--- src/rtl/rcu_pkg.sv ---
package rcu_pkg;

    localparam int unsigned CODE_W = 3;

    // Selection for the high lane (0, 8x or 16x)
    typedef enum logic [1:0] {
        HI_NONE = 2'd0,
        HI_X8   = 2'd1,
        HI_X16  = 2'd2
    } hi_sel_e;

    typedef struct packed {
        logic    lo_on;   // adds 1x pixel
        logic    mid_on;  // adds 4x pixel
        hi_sel_e hi_sel;  // adds 0, 8x or 16x pixel
    } lane_sel_t;

endpackage

--- src/rtl/rcu_coef_decode.sv ---
module rcu_coef_decode
    import rcu_pkg::*;
(
    input  logic [CODE_W-1:0] code,
    output lane_sel_t         sel
);

    always_comb begin
        sel = '{lo_on: 1'b0, mid_on: 1'b0, hi_sel: HI_NONE};
        unique case (code)
            3'd0: sel.lo_on = 1'b1;                                  // 1
            3'd1: sel.mid_on = 1'b1;                                 // 4
            3'd2: begin sel.lo_on = 1'b1; sel.mid_on = 1'b1; end     // 5
            3'd3: sel.hi_sel = HI_X8;                                // 8
            3'd4: begin sel.lo_on = 1'b1; sel.hi_sel = HI_X8; end    // 9
            3'd5: begin sel.lo_on = 1'b1; sel.hi_sel = HI_X16; end   // 17
            3'd6: begin
                sel.lo_on  = 1'b1;
                sel.mid_on = 1'b1;
                sel.hi_sel = HI_X16;                                 // 21
            end
            default: ;                                               // unsupported: zero
        endcase
    end

endmodule

--- src/rtl/rcu_lane_sum.sv ---
module rcu_lane_sum
    import rcu_pkg::*;
#(
    parameter int unsigned PIX_W = 8,
    parameter int unsigned MAG_W = PIX_W + 5
) (
    input  logic [PIX_W-1:0] pix,
    input  lane_sel_t        sel,
    output logic [MAG_W-1:0] sum
);

    localparam int unsigned PAD_W = MAG_W - PIX_W;

    logic [MAG_W-1:0] x1;
    logic [MAG_W-1:0] x4;
    logic [MAG_W-1:0] x8;
    logic [MAG_W-1:0] x16;
    logic [MAG_W-1:0] lane_lo;
    logic [MAG_W-1:0] lane_mid;
    logic [MAG_W-1:0] lane_hi;

    // fixed shifts
    assign x1  = {{PAD_W{1'b0}}, pix};
    assign x4  = x1 << 2;
    assign x8  = x1 << 3;
    assign x16 = x1 << 4;

    always_comb begin
        lane_lo  = sel.lo_on  ? x1 : '0;
        lane_mid = sel.mid_on ? x4 : '0;
        unique case (sel.hi_sel)
            HI_X8:   lane_hi = x8;
            HI_X16:  lane_hi = x16;
            default: lane_hi = '0;
        endcase
    end

    assign sum = lane_lo + lane_mid + lane_hi;

endmodule

--- src/rtl/rcu_sign_mag.sv ---
module rcu_sign_mag #(
    parameter int unsigned MAG_W = 13,
    parameter int unsigned SUM_W = MAG_W + 1
) (
    input  logic [SUM_W-1:0] val,   // two's complement
    output logic [MAG_W-1:0] mag,
    output logic             neg
);

    assign neg = val[SUM_W-1];
    assign mag = neg ? MAG_W'(~val + 1'b1) : MAG_W'(val);

endmodule

--- src/rtl/rcu_shift_add.sv ---
module rcu_shift_add
    import rcu_pkg::*;
#(
    parameter  int unsigned PIX_W = 8,
    localparam int unsigned MAG_W = PIX_W + 5
) (
    input  logic              clk,
    input  logic              rst_n,
    input  logic              in_vld,
    input  logic [PIX_W-1:0]  in_pix,
    input  logic [CODE_W-1:0] in_code,
    input  logic              in_neg,
    output logic              out_vld,
    output logic [MAG_W-1:0]  out_mag,
    output logic              out_neg
);

    localparam int unsigned SUM_W = MAG_W + 1;

    typedef struct packed {
        logic             vld;
        logic             neg;
        logic [MAG_W-1:0] mag;
    } state_t;

    lane_sel_t        sel;
    logic [MAG_W-1:0] lane_total;
    logic [SUM_W-1:0] ext_sum;
    logic [SUM_W-1:0] signed_sum;
    logic [MAG_W-1:0] blk_mag;
    logic             blk_neg;
    state_t           st_d;
    state_t           st_q;

    rcu_coef_decode u_dec (
        .code (in_code),
        .sel  (sel)
    );

    rcu_lane_sum #(
        .PIX_W (PIX_W),
        .MAG_W (MAG_W)
    ) u_lanes (
        .pix (in_pix),
        .sel (sel),
        .sum (lane_total)
    );

    assign ext_sum    = {1'b0, lane_total};
    assign signed_sum = in_neg ? (~ext_sum + 1'b1) : ext_sum;

    rcu_sign_mag #(
        .MAG_W (MAG_W),
        .SUM_W (SUM_W)
    ) u_sign (
        .val (signed_sum),
        .mag (blk_mag),
        .neg (blk_neg)
    );

    always_comb begin
        st_d     = st_q;
        st_d.vld = in_vld;
        if (in_vld) begin
            st_d.mag = blk_mag;
            st_d.neg = blk_neg;
        end
    end

    always_ff @(posedge clk or negedge rst_n) begin
        if (!rst_n) begin
            st_q <= '0;
        end else begin
            st_q <= st_d;
        end
    end

    assign out_vld = st_q.vld;
    assign out_mag = st_q.mag;
    assign out_neg = st_q.neg;

endmodule

--- config.mk ---
export PLATFORM = sky130hd
export DESIGN_NAME = rcu_shift_add
export DESIGN_NICKNAME = d
export VERILOG_FILES = /design/src/rtl/rcu_pkg.sv /design/src/rtl/rcu_coef_decode.sv /design/src/rtl/rcu_lane_sum.sv /design/src/rtl/rcu_sign_mag.sv /design/src/rtl/rcu_shift_add.sv
export SDC_FILE = /design/constraint.sdc
export NUM_CORES = 1
export LEC_CHECK = 0
export CAP_MARGIN = 10
export CELL_PAD_IN_SITES_DETAIL_PLACEMENT = 1
export CELL_PAD_IN_SITES_GLOBAL_PLACEMENT = 2
export CORE_ASPECT_RATIO = 1.1
export CORE_MARGIN = 1
export CORE_UTILIZATION = 33
export DETAILED_ROUTE_END_ITERATION = 8
export GPL_ROUTABILITY_DRIVEN = 0
export HOLD_SLACK_MARGIN = 0.03
export PLACE_DENSITY_LB_ADDON = 0.25
export RECOVER_POWER = 50
export REMOVE_ABC_BUFFERS = 1
export SLEW_MARGIN = 20
export SYNTH_ARGS = -nofsm -noshare
export SYNTH_HDL_FRONTEND = slang
export SYNTH_SLANG_ARGS = --single-unit
--- constraint.sdc ---
create_clock -name clk -period 0.8 [get_ports clk]
set_clock_uncertainty 0.05 [all_clocks]
set_input_delay 0.08 -clock clk [delete_from_list [all_inputs] [get_ports clk]]
set_output_delay 0.08 -clock clk [all_outputs]
set_load 0.05 [all_outputs]
## Word level (Yosys, flattened, before mapping)

Index checks and enable logic that the tools add are counted.

| word-level totals | value |
|---|---|
| register bits | 15 |
| input port bits | 15 |
| output and inout port bits | 15 |
| logic and storage cells | 30 |

| cells by class | value |
|---|---|
| equality and inequality tests | 8 |
| reduce and logical (&&, ||, !) cells | 5 |
| muxes and demuxes | 8 |
| bitwise gates (word level) | 2 |
| add/subtract/negate cells | 4 |

Operator list:

| operator | number |
|---|---|
| 13-bit adder | 2 |
| 12-bit case mux with 2 select lines | 1 |
| 14-bit by 1-bit adder with 14-bit output (second input constant) | 1 |
| 14-bit 2-to-1 mux | 1 |
| 13-bit inverter with 14-bit output | 1 |
| 13-bit by 1-bit adder with 13-bit output (second input constant) | 1 |
| 13-bit 2-to-1 mux | 1 |
| 13-bit inverter | 1 |
| 10-bit 2-to-1 mux | 1 |
| 3-bit equality test (second input constant) | 3 |
| 8-bit 2-to-1 mux | 1 |
| 3-bit by 2-bit equality test with 1-bit output (second input constant) | 2 |
| 5-bit OR reduction | 1 |
| 2-bit case mux with 2 select lines | 1 |
| 2-bit OR reduction | 2 |
| 3-bit by 1-bit equality test with 1-bit output (second input constant) | 1 |
| 3-bit zero test | 1 |
| 3-bit OR reduction | 1 |
| 2-bit by 1-bit equality test with 1-bit output (second input constant) | 1 |
| 2-bit equality test (second input constant) | 1 |
| 1-bit 2-to-1 mux | 2 |

## Logic depth before layout (Yosys ltp)

Gate-level depths: netlist of run 1.

| depth | value |
|---|---|
| word-level depth | 12 |
| depth in mapped cells | 22 |
| depth with buffers taken out | 19 |

## Hierarchy

From an unflattened synthesis of run 1, not the netlist that was laid out.

| second synthesis, totals | value |
|---|---|
| cells, all modules | 219 |
| area, all modules | 1,920.6 um2 |

Modules (own cells, without submodules):

| module | sequential area each (um2) | times used | area each (um2) | cells an instance |
|---|---|---|---|---|
| rcu_shift_add | 375.4 | 1 | 807.0 | 67 |
| rcu_lane_sum | 0.0 | 1 | 784.5 | 108 |
| rcu_sign_mag | 0.0 | 1 | 280.3 | 36 |
| rcu_coef_decode | 0.0 | 1 | 48.8 | 8 |

## Worst setup path before layout of run 1

Ideal clock, no wire load.

| timing path | value |
|---|---|
| kind | input to register |
| from | input port in_code[1] |
| to | register st_q, in the netlist out_mag[12] |
| data arrival time | 4.184 ns |
| setup time | 0.104 ns |
| data required time | 0.646 ns |
| buffers on the path | 1 |
| stages on the path | 17 |
| setup slack | -3.538 ns |
| path through | nand2b_4 -> o21a_1 -> inv_1 -> ha_1 -> clkbuf_1 -> a22oi_1 -> or2_2 -> fa_1 -> fa_1 -> nor2b_1 -> nand2_2 -> or2_4 -> or3_1 -> a311o_1 -> nand4b_1 -> or4_1 -> o311ai_1 |

| between the ends | value |
|---|---|
| word-level cells in the longest chain between the ends | 12 |
| elaborated cells between the ends (all ways) | 27 |
| classes of those cells | 4 x add/sub; 8 x eq/ne; 8 x mux; 2 x bitwise; 5 x reduce/logical |

Ends and longest elaborated chain:

| element | line | text |
|---|---|---|
| start, declared | rcu_shift_add.sv:11 | `input logic [CODE_W-1:0] in_code,` |
| 3-bit by 2-bit equality test with 1-bit output, or another cell as far along | rcu_coef_decode.sv:10 | `unique case (code)` |
| 5-bit OR reduction (no source line), or another cell as far along | n/a |  |
| 1-bit 2-to-1 mux / 2-bit case mux with 2 select lines (equally long branches) | rcu_coef_decode.sv:10 |  |
| 8-bit 2-to-1 mux, or another cell as far along | rcu_lane_sum.sv:29 | `lane_lo = sel.lo_on ? x1 : '0;` |
| 13-bit adder / 12-bit case mux with 2 select lines (equally long branches) | rcu_lane_sum.sv:38, rcu_lane_sum.sv:31 |  |
| 13-bit adder * | rcu_lane_sum.sv:38 | `assign sum = lane_lo + lane_mid + lane_hi;` |
| 13-bit inverter with 14-bit output | rcu_shift_add.sv:50 | `assign signed_sum = in_neg ? (~ext_sum + 1'b1) : ext_sum;` |
| 14-bit by 1-bit adder with 14-bit output | rcu_shift_add.sv:50 |  |
| 14-bit 2-to-1 mux * | rcu_shift_add.sv:50 |  |
| 13-bit inverter | rcu_sign_mag.sv:11 | `assign mag = neg ? MAG_W'(~val + 1'b1) : MAG_W'(val);` |
| 13-bit by 1-bit adder with 13-bit output | rcu_sign_mag.sv:11 |  |
| 13-bit 2-to-1 mux * | rcu_sign_mag.sv:11 |  |
| end signal, assigned | rcu_shift_add.sv:74 | `st_q <= st_d;` |
| end, declared | rcu_shift_add.sv:33 | `state_t st_q;` |

Every way passes the cells marked *; elsewhere a longest branch is shown, timed or not.
A chain may end at the register's enable or synchronous reset.

## Worst setup path after layout of run 1

| timing path | value |
|---|---|
| from | input port in_code[0] |
| to | register st_q, in the netlist out_mag[12] |

The elaborated chain is that of the path after synthesis.

==> summary.md, run 1 <==
| Metric | Value |
|---|---|
| Unique masters post-synth | 63 |
| Worst Path Class, Setup | input port to flip-flop |
| Share of layout cells above drive strength 1 | 56.3% |
| Hold_buf cts | 0 |
| Ys Warns | 0 |
| Drt wl/cell | 17.3 µm |
| Final Hold Viols | 0 |
| Largest net degree at the start of global routing | 16 |
| Pre-CTS setup slack | -4100 ps |
| Clock latency at the later pin of the worst-skew pair | 240 ps |
| Predominant post-synthesis flop cell | dfrtp_1 |
| Failing checks | setup timing |
| Largest family of logic cells by synthesized area | compound AO/OA/AOI/OAI gates |
| Fill cell count | 695 |
| GRT Total Usage | 24.1% |
| #FFs+latches synth | 15 |
| Die area | 6860 µm² |
| DP Cell Count | 451 |
| Num Clock Sinks | 15 |
| Synth area leaders | dfrtp_1 17%, ha_1 8.7%, xnor2_1 6.9%, fa_1 5.6%, mux2_2 4.7% |
| Top-area cell type share of the netlist area | 17.4% |
| Final WL | 8140 µm |
| Setup TNS | -42,680 ps |
| Dpl hpwl | 5730 µm |
| Mapped Cells | 261 |
| Drt drc | 0 |
| Chip width | 79.1 µm |
| Worst setup SP type | input port |
| IO Pins | 30 |
| # setup viols final | 29 |
| Cell Area, Synth | 2160 µm² |
| H-tree lvl count | 1 |
| Antenna violations before repair | 0 |
| CP Launch Point | in_code[0] |
| Top cells by count, synth | 25 x nand2_1, 22 x nor2_1, 17 x xnor2_1 |
| Worst r2r src | out_mag[3]$_DFFE_PN0P_ |
| Core ar. | 6230 µm² |
| Layout Cells excl Fill | 471 |
| Post-Synth XOR/XNOR Area | 9.69% |
| Worst Path Arrival | 4120 ps |
| Worst-path clk slew | 70 ps |
| Vias/cell | 5.23 |
| Final Max Tran Viols | 0 |
| Post-DRT Antenna Nets | 0 |
| Data required time of the worst path | 890 ps |
| Clock buffer depth | 2 |
| Layout Nets | 428 |
| Vias | 2,463 |
| Status | finished, violations left |
| Synth Area in Compound Gates | 23.4% |
| Clock Tree Root | clkbuf_8 |
| Antenna fix cells | 0 |
| Mux contribution to synthesized area | 6.56% |
| Synth Area in Adders | 14.3% |
| Count leader, synth | nand2_1 |
| Total power | 7.55 mW |
| Initial Util | 34.6% |
| Average cell area after synthesis | 8.26 µm² |
| Fraction of the mapped netlist area in simple logic gates | 22.8% |
| Crit. End Element | flip-flop |
| Port-buffer cells | 29 |
| Vias in the first global route | 2,728 |
| Initial detailed-routing violation count | 17 |
| Pleak | 1.81 nW |
| PnR worst setup slack | -3230 ps |
| Die extent in y | 86.8 µm |
| Remaining Overflow, GRT | 0 |
| Sequential area share after synthesis | 17.4% |
| Max_cap viols | 0 |
| Worst Tran Pin Value | 385 ps |
| Fmax | 248 MHz |
| RSZ-0062 raised after global routing | true |
| Synth async-reset ratio | 100% |
| Tmin final | 4030 ps |
| Final Util | 64.9% |
| Wire length of the first global-routing pass | 13,100 µm |
| Leading area contributor after synthesis | dfrtp_1 |
| Tcrit/Tclk final | 504% |
| Post-synth EDFFs | 0 |
| TritonCTS Buffers | 3 |
| PwrDens | 1870 nW/µm² |
| Critical Path Fanout Max | 4 |
| Type of the most critical hold path | input port to asynchronous set/reset pin |
| First-pass detailed-route iteration total | 4 |
| Worst rel slew slack | 74.3% |
| CTS tree | yes |
| FP Rows | 30 |
| Area growth syn-to-layout | 87.7% |
| Maximum vdd drop | 1.97 mV |
## power by group
group / total (mW) / leakage [nW] / switching, mW / internal (mW)
clock network: 0.628 / 0.0228 / 0.275 / 0.352
logic: 5.76 / 1.60 / 2.72 / 3.04
registers: 1.17 / 0.179 / 0.188 / 0.978
## cell type report
class / count / area (µm²) / share of cell area, %
clock buffer: 4 / 45.0 / 1.11
timing repair buffer: 136 / 1330 / 32.9
tap: 80 / 100 / 2.47
sequential: 15 / 375 / 9.28
multi-input combinational: 220 / 2140 / 52.8
inverter: 16 / 60.1 / 1.48
## layer usage
| metal | global-route usage, % | share of wire, % |
|---|---|---|
| met3 | 0.947 | 1.4 |
| met5 | 0 | 0 |
| met1 | 24.6 | 37 |
| met2 | 52.6 | 60 |
| met4 | 4.13 | 1.0 |
## through the flow
step                      area [µm²]  hold WS (ps)
after global placement          3330           379
after CTS                       3880           123
after detailed placement        3330           379
final                           4050           232
after floorplan                 2090          -266
after global routing            4050           266
## cell families after synthesis
kind of cell,Yosys count
multiplexers,13
buffers and inverters,26
adder cells (fa/ha/maj),21
XOR/XNOR,23
AO/OA/AOI/OAI,68
flip-flops,15
AND/OR/NAND/NOR,95
## registers in the layout, indices dropped and copies added, names as in the netlist
| name | flops |
|---|---|
| out_mag | 13 |
| out_neg | 1 |
| out_vld | 1 |
## worst paths after layout
check                      cells after the start  slack [ps]                      end
min                                            2         230   out_mag[4]$_DFFE_PN0P_
max in group asynchronous                      2         190      out_neg$_DFFE_PN0P_
min reg2reg                                    1         500   out_mag[8]$_DFFE_PN0P_
min in group clk                               2         370        out_vld$_DFF_PN0_
max reg2reg                                    2        -170   out_mag[3]$_DFFE_PN0P_
max                                           18       -3230  out_mag[12]$_DFFE_PN0P_
## timing repair
item / 4_1_cts / 5_1_grt
resized for setup: 111 / 27
pin swaps: 29 / 15
buffers inserted: 11 / 6
setup endpoints to repair: 30 / 29
## cell usage in the layout (no fill, tap or decap), drive strengths merged, types with 8 or more instances in the layout
| cell type | netlist | layout |
|---|---|---|
| a21oi | 12 | 12 |
| buf | 5 | 124 |
| clkdlybuf4s50 | 0 | 8 |
| dfrtp | 15 | 15 |
| ha | 15 | 15 |
| inv | 16 | 16 |
| mux2 | 9 | 9 |
| nand2 | 26 | 26 |
| nor2 | 23 | 23 |
| o21ai | 9 | 9 |
| xnor2 | 17 | 17 |
## worst max-delay path, cell delays in order
cell	delay, ps
buf_6	110
buf_6	130
o21a_4	230
ha_4	220
nand3b_1	180
fa_1	460
inv_2	90
ha_4	140
inv_2	40
fa_2	580
nor2b_4	160
nand2_2	60
or2_4	240
or3_1	300
a311o_1	260
nand4b_1	190
or4_1	550
o311ai_1	100
Note: power is estimated with default switching activity, not from simulation.
==> run 2, diff against run 1 <==
- clock period: 0.8 -> 4.5 ns (I/O delays scaled with it)
==> run 2 against run 1 <==
The flow now finishes without violations. Clock power shrank 83%. Sequential power down 84%. Design area is 20% lower. Total power decreased by 87%. Critical path depth rose by 1. Combinational power decreased by 88%. Non-clock buffer count shrank 43. Hold slack better by 200 ps.
==> summary.md, run 2 (synthesis results as in run 1) <==
| Metric | Value |
|---|---|
| Status | complete, no violations |
| Critical Path Fanout Max | 4 |
| Pleak | 1.43 nW |
| Num Clock Sinks | 15 |
| Die area | 6860 µm² |
| Clock buffer depth | 2 |
| Placed Area | 2890 µm² |
| Worst setup SP type | input port |
| Fill cell count | 777 |
| Area growth syn-to-layout | 50.6% |
| Post-DRT Antenna Nets | 0 |
| GRT Total Usage | 18.4% |
| Chip width | 79.1 µm |
| Reg2Reg Depth | 2 |
| # setup viols final | 0 |
| Worst-path clk slew | 60 ps |
| Most frequent cells in the layout | 62 x buf_4, 25 x nand2_1, 20 x nor2_1 |
| Port-buffer cells | 29 |
| Worst rel slew slack | 54.2% |
| Final Hold Viols | 0 |
| Layout Nets | 385 |
| Data required time of the worst path | 4640 ps |
| Tmin final | 4390 ps |
| Wire length of the first global-routing pass | 10,200 µm |
| Vias in the first global route | 2,274 |
| Tcrit/Tclk final | 97.5% |
| Share of layout cells above drive strength 1 | 38.8% |
| Vias/cell | 5.19 |
| Dpl hpwl | 4800 µm |
| Largest net degree at the start of global routing | 20 |
| Die extent in y | 86.8 µm |
| Final WL | 6380 µm |
| IO Pins | 30 |
| WHS Path Cells | 2 |
| Post-route design area | 3250 µm² |
| Area occupied by multi-input gates | 1890 µm² |
| FP Rows | 30 |
| Fmax | 228 MHz |
| Worst Path Arrival | 4520 ps |
| Antenna violations before repair | 0 |
| First-pass detailed-route iteration total | 4 |
| Worst Path Class, Setup | input port to flip-flop |
| Max reg flops | 13 |
| Clock latency at the later pin of the worst-skew pair | 240 ps |
| Final Max Tran Viols | 0 |
| H-tree lvl count | 1 |
| PwrDens | 300 nW/µm² |
| Clock Tree Root | clkbuf_8 |
| Drt wl/cell | 14.9 µm |
| Initial Util | 34.6% |
| Vias | 2,222 |
| Sequential Area | 375 µm² |
| Hold_buf cts | 0 |
| Initial detailed-routing violation count | 29 |
| CTS tree | yes |
| Antenna fix cells | 0 |
| Drt drc | 0 |
| Crit. End Element | flip-flop |
| Most common cell after layout, fill and taps aside | buf_4 |
| Final Util | 52.1% |
| Type of the most critical hold path | flip-flop to flip-flop |
| Maximum vdd drop | 0.213 mV |
| Remaining Overflow, GRT | 0 |
| Worst Tran Pin Value | 684 ps |
| Core ar. | 6230 µm² |
| Max_cap viols | 0 |
| TritonCTS Buffers | 3 |
-- run 2: cell types whose count changed in the layout (fill, tap and decap cells not counted), moves of 4 or more --
cell             delta
buf_12             -16
a21oi_1             +4
xnor2_1             +5
buf_4              -25
xnor2_2             -5
dlygate4sd3_1       +6
buf_6              -16
clkdlybuf4s50_1    +11
-- run 2: timing repair --
item,CTS,global route
pin swaps,5,16
setup endpoints to repair,13,13
buffers inserted,6,3
resized for setup,30,35
-- run 2: path summary, 6_finish.rpt --
path	end	slack, ps	from
worst max-delay path	out_mag[11]$_DFFE_PN0P_	110	in_code[1]
worst min-delay path	out_mag[0]$_DFFE_PN0P_	430	out_mag[0]$_DFFE_PN0P_
worst max register to register	out_mag[12]$_DFFE_PN0P_	3660	out_mag[12]$_DFFE_PN0P_
worst min register to register	out_mag[0]$_DFFE_PN0P_	430	out_mag[0]$_DFFE_PN0P_
max in group asynchronous	out_vld$_DFF_PN0_	3330	rst_n
min in group asynchronous	out_mag[8]$_DFFE_PN0P_	630	rst_n
-- run 2: stage by stage --
stage | hold WS (ps) | instances | setup slack (ps) | TNS, ps | power, mW
after floorplan | 104 | 251 | -107 | -137 | 0.579
after global placement | 417 | 415 | -575 | -6550 | 0.797
after detailed placement | 432 | 415 | -737 | -8590 | 0.812
after CTS | 447 | 425 | 17.0 | 0 | 0.948
after global routing | 457 | 428 | -40.4 | -92.9 | 1.04
final | 432 | 428 | 113 | 0 | 0.975
-- run 2: worst max-delay path: stages --
cell,delay (ps)
buf_6,110
nand2b_4,140
o21a_4,230
ha_4,240
nand3b_1,170
fa_1,470
inv_2,90
ha_4,140
inv_2,40
fa_2,520
nor2b_4,150
nand2_2,70
or2_4,270
o211a_1,260
nor4_1,280
buf_4,180
nand3_1,100
or4_1,500
nand3_1,110
-- run 2: per-layer routing --
metal / vias to the layer above / global-route usage [%] / wire length, µm
li1: 1111 / - / -
met1: 1069 / 20.7 / 2770
met2: 34 / 36.4 / 3420
met3: 8 / 0.947 / 93
met4: 0 / 5.95 / 96
met5: - / 0 / 0
-- run 2: cell type report --
class	count	area share (%)
Sequential cell	15	11.6
Clock buffer	4	1.39
Inverter	16	1.85
Timing Repair Buffer	93	23.8
Tap cell	80	3.08
Multi-Input combinational cell	220	58.3
-- run 2: where the power goes --
part	switching [mW]	internal (mW)
combinational	0.374	0.301
clock	0.0456	0.0627
sequential	0.0186	0.174
total	0.438	0.537
